### src/rtl/bus_seq_core.sv
module bus_seq_core #(
  parameter int DW = 16,
  parameter int AW = 16,
  parameter int NREG = 8
) (
  input  logic          clk,
  input  logic          rst,
  output logic          mem_en,
  output logic          mem_we,
  output logic [AW-1:0] mem_addr,
  output logic [DW-1:0] mem_wdata,
  input  logic [DW-1:0] mem_rdata,
  input  logic [2:0]    dbg_rsel,
  output logic [DW-1:0] dbg_rdata,
  output logic [AW-1:0] dbg_pc,
  output logic [DW-1:0] dbg_ir,
  output logic [2:0]    dbg_flags
);
  localparam int RW = $clog2(NREG);
  localparam logic [3:0] OP_ADD = 4'b0001;
  localparam logic [3:0] OP_AND = 4'b0101;
  localparam logic [3:0] OP_NOT = 4'b1001;

  typedef enum logic [1:0] {ST_ADDR, ST_READ, ST_LATCH, ST_EXEC} step_t;
  step_t state, nstate;

  logic [AW-1:0] pc, mar;
  logic [DW-1:0] mdr, ir, bus, alu, opa, opb;
  logic [DW-1:0] regs [NREG];
  logic [2:0]    flags;

  logic gate_pc, gate_mdr, gate_alu;
  logic ld_mar, ld_pc, ld_mdr, ld_ir, ld_reg, ld_cc;

  function automatic logic known_op(input logic [DW-1:0] w);
    return (w[15:12] == OP_NOT) ||
           ((w[15:12] == OP_ADD || w[15:12] == OP_AND) && !w[5]);
  endfunction

  assign gate_pc  = (state == ST_ADDR);
  assign ld_mar   = (state == ST_ADDR);
  assign ld_pc    = (state == ST_ADDR);
  assign ld_mdr   = (state == ST_READ);
  assign gate_mdr = (state == ST_LATCH);
  assign ld_ir    = (state == ST_LATCH);
  assign gate_alu = (state == ST_EXEC);
  assign ld_reg   = (state == ST_EXEC);
  assign ld_cc    = (state == ST_EXEC);

  always_comb begin
    case (state)
      ST_ADDR:  nstate = ST_READ;
      ST_READ:  nstate = ST_LATCH;
      ST_LATCH: nstate = known_op(bus) ? ST_EXEC : ST_ADDR;
      default:  nstate = ST_ADDR;
    endcase
  end

  assign opa = regs[ir[8:6]];
  assign opb = regs[ir[2:0]];

  always_comb begin
    case (ir[15:12])
      OP_ADD:  alu = opa + opb;
      OP_AND:  alu = opa & opb;
      default: alu = ~opa;
    endcase
  end

  always_comb begin
    if (gate_pc)       bus = DW'(pc);
    else if (gate_mdr) bus = mdr;
    else if (gate_alu) bus = alu;
    else               bus = '0;
  end

  always_ff @(posedge clk) begin
    if (rst) begin
      state <= ST_ADDR;
      pc    <= '0;
      mar   <= '0;
      mdr   <= '0;
      ir    <= '0;
      flags <= 3'b010;
      for (int i = 0; i < NREG; i++) regs[i] <= '0;
    end else begin
      state <= nstate;
      if (ld_mar) mar <= AW'(bus);
      if (ld_pc)  pc  <= pc + 1'b1;
      if (ld_mdr) mdr <= mem_rdata;
      if (ld_ir)  ir  <= bus;
      if (ld_reg) regs[ir[11:9]] <= bus;
      if (ld_cc)  flags <= {bus[DW-1], bus == '0, !bus[DW-1] && bus != '0};
    end
  end

  assign mem_en    = (state == ST_READ);
  assign mem_we    = 1'b0;
  assign mem_addr  = mar;
  assign mem_wdata = mdr;
  assign dbg_rdata = regs[RW'(dbg_rsel)];
  assign dbg_pc    = pc;
  assign dbg_ir    = ir;
  assign dbg_flags = flags;
endmodule

### config.mk
export PLATFORM = sky130hd
export DESIGN_NAME = bus_seq_core
export DESIGN_NICKNAME = d
export VERILOG_FILES = /design/src/rtl/bus_seq_core.sv
export SDC_FILE = /design/constraint.sdc
export NUM_CORES = 1
export LEC_CHECK = 0
export CAP_MARGIN = 30
export CORE_MARGIN = 2
export CORE_UTILIZATION = 45
export CTS_BUF_LIST = sky130_fd_sc_hd__clkbuf_16
export CTS_CLUSTER_SIZE = 30
export DETAILED_ROUTE_END_ITERATION = 10
export MAX_ROUTING_LAYER = met4
export PLACE_DENSITY = 0.67
export RECOVER_POWER = 25
export SLEW_MARGIN = 20
export SYNTH_ARGS = -nofsm -noshare
export SYNTH_HDL_FRONTEND = slang
export SYNTH_SLANG_ARGS = --single-unit
### constraint.sdc
create_clock -name clk -period 5.6 [get_ports clk]
set_input_delay 1.68 -clock clk [delete_from_list [all_inputs] [get_ports clk]]
set_output_delay 1.68 -clock clk [all_outputs]
set_load 0.02 [all_outputs]
==> reports/metrics.yaml <==
grt_util_all_layers_pct: 26.0
wl_per_cell_um: 23.6
synth_adder_area_share_pct: 2.01
syn_inst: 1007
setup_violations: 0
nNetsFinal: 1145
cts_made_buffers: 21
cp-start-kind: "primary input"
grt_pass1_vias: 8688
endpoint_kind: "primary output"
pwr_density_cell_nw_per_um2: 281
drt-total-wl_mm: 34.2
fp.dieW_um: 165
synth-compound-area-share_pct: 7.77
fin_crit_sh_pct: 94.9
num_antenna_cells: 0
slowest_delay_ps: 550
gp_congestion: 0.882
drc: 0
core-area_um2: 25300
crit_chain: "clkdlybuf4s50_1, buf_12, mux4_2, mux2_2, clkdlybuf4s50_1"
place_area_um2: 13100
portBuffers: 104
routed_via_density: 6.09
pin_count: 106
clock_skew_ps: 30.5
clockBufferDepth: 3
clk_latency_ps: 530
postSynthAreaPerCell_um2: 11.5
utilization_pct: 54.4
worstMarginPinSlew_ps: 2870
detail_route.first_pass.iterations: 5
synth-xor-area-share_pct: 1.59
cpMaxStageDelayCell: "clkdlybuf4s50_1"
die_h_um: 165
vias: 8815
dpl.hpwl_mm: 23.2
path_max_fanout: 32
grt_pass1_wl_mm: 51.1
cts_setup_buffers: 0
dieArea_um2: 27100
synth.lib_cells_used.distinct: 71
max-vdd-ir-drop_mv: 0.228
async_reset_ff_share_pct: 0
areaGrowthSynthToFinish_pct: 18.4
synthSimpleGateAreaFrac_pct: 14.1
dp_cells: 1412
synth_top_family_by_area: "multiplexers"
max_cap_violations: 1
yosysSeqAreaShare_pct: 46.1
hold_class: "register to register"
critPathRequiredTime_ps: 3920
clock-sinks: 203
synth_edf_count: 128
synth.mux.area_fraction_pct: 25.3
grt_max_degree: 64
htree_levels: 1
final_cell_mix: "nor2_1, nand2_1, edfxtp_1"
total_leakage_power_nw: 4.67
drv_slew: 64
cts_resized: 0
num_rows: 58
tns_ps: 0
netlist_area_um2: 11600
failed_checks: "capacitance limit, slew limit"
fmax_mhz: 188
rsz0062_at_grt: "false"
grt_antenna_before_repair: 0
yosysWarningCount: 0
holdBufCountCts: 0
ys_ff_latch: 203
final_common_cell: "nor2_1"
hold_viol_final: 0
slew_headroom_pct: -91.0
final_cells: 1447
ctsRootBufferMaster: "clkbuf_16"
crit_type: "primary input to primary output"
cts_tree: "yes"
crit_top_cell: "clkdlybuf4s50_1"
fin_area_um2: 13700
period_minus_slack_ps: 5310
dr.first_iter.drc_count: 738
whs_ps: 456
initial_utilization_pct: 45.9
arrival_ps: 3630
drtAntennaViolNets: 0
synth_flop_cell: "edfxtp_1"
clk_pin_slew_ps: 60
syn_nets: 1046
drive_gt1_share_pct: 20.0
overflow: 0
status: "complete, but fails checks"
==> layer usage <==
metal / vias to the layer above / GRT usage, % / part of all wire (%)
met2: 385 / 42.6 / 50
li1: 3936 / - / -
met5: - / - / 0
met1: 4404 / 32.4 / 39
met4: 0 / 11.0 / 4.2
met3: 90 / 4.02 / 6.9
==> cell usage after synthesis, drive strengths merged (4+ instances only) <==
| master | n | share of area [%] |
|---|---|---|
| a211oi | 5 | 0.37 |
| a21o | 9 | 0.58 |
| a21oi | 66 | 2.9 |
| a31oi | 6 | 0.38 |
| and2 | 5 | 0.27 |
| and3 | 7 | 0.42 |
| and4 | 4 | 0.32 |
| buf | 21 | 1.2 |
| clkbuf | 50 | 1.6 |
| dfxtp | 75 | 13 |
| edfxtp | 128 | 33 |
| ha | 17 | 1.8 |
| inv | 10 | 0.32 |
| mux2 | 43 | 4.2 |
| mux2i | 26 | 2.4 |
| mux4 | 95 | 19 |
| nand2 | 130 | 4.2 |
| nand2b | 11 | 0.59 |
| nand3 | 13 | 0.56 |
| nand4 | 4 | 0.22 |
| nor2 | 171 | 5.5 |
| nor2b | 8 | 0.43 |
| nor3 | 8 | 0.35 |
| o211ai | 5 | 0.32 |
| o21ai | 15 | 0.65 |
| o31ai | 4 | 0.30 |
| or2 | 4 | 0.22 |
| or3 | 5 | 0.27 |
| xnor2 | 5 | 0.38 |
| xor2 | 16 | 1.2 |
==> worst max-delay path: cells and delay by family <==
kind	cells	cell delay, ps
buf+inv	3	1290
mux	2	660
==> state kept, by name (all words and copies together) (netlist names), named ones only <==
name and flops:
regs 128, mem_addr 16, dbg_ir 16, dbg_flags 3, mem_wdata 16, dbg_pc 16
state 2
==> cell type report <==
type | instances | area (µm²)
Inverter | 11 | 41.3
Clock buffer | 21 | 526
Tap cell | 330 | 413
Clock inverter | 13 | 139
Multi-Input combinational cell | 722 | 5890
Sequential cell | 203 | 5350
Fill cell | 2148 | 11500
Timing Repair Buffer | 147 | 1380
==> through the flow <==
stage	worst slack, ps	total power, mW
finish	286	3.86
global placement	333	2.47
global route	146	3.99
floorplan	603	2.22
detailed placement	293	2.48
CTS	288	3.87
==> report_power, final <==
| part | internal [mW] | leakage (nW) | switching [mW] |
|---|---|---|---|
| clock | 0.816 | 0.333 | 0.585 |
| combinational | 0.329 | 2.41 | 0.408 |
| sequential | 1.65 | 1.93 | 0.0708 |
==> final timing paths <==
kind | startpoint | endpoint | slack [ps] | cells past startpoint
setup reg to reg | register | dbg_flags[0] | 910 | 14
setup / recovery | dbg_rsel[1] | dbg_rdata[8] | 290 | 5
hold / removal | dbg_ir[5] | dbg_ir[5] | 460 | 2
hold reg to reg | dbg_ir[5] | dbg_ir[5] | 460 | 2
==> logic make-up after synthesis <==
group,Yosys count
flip-flops,203
AO/OA/AOI/OAI,139
AND/OR/NAND/NOR,379
other,1
buffers and inverters,82
adder cells (fa/ha/maj),18
multiplexers,164
XOR/XNOR,21
Power figures use the tool's default switching activity.
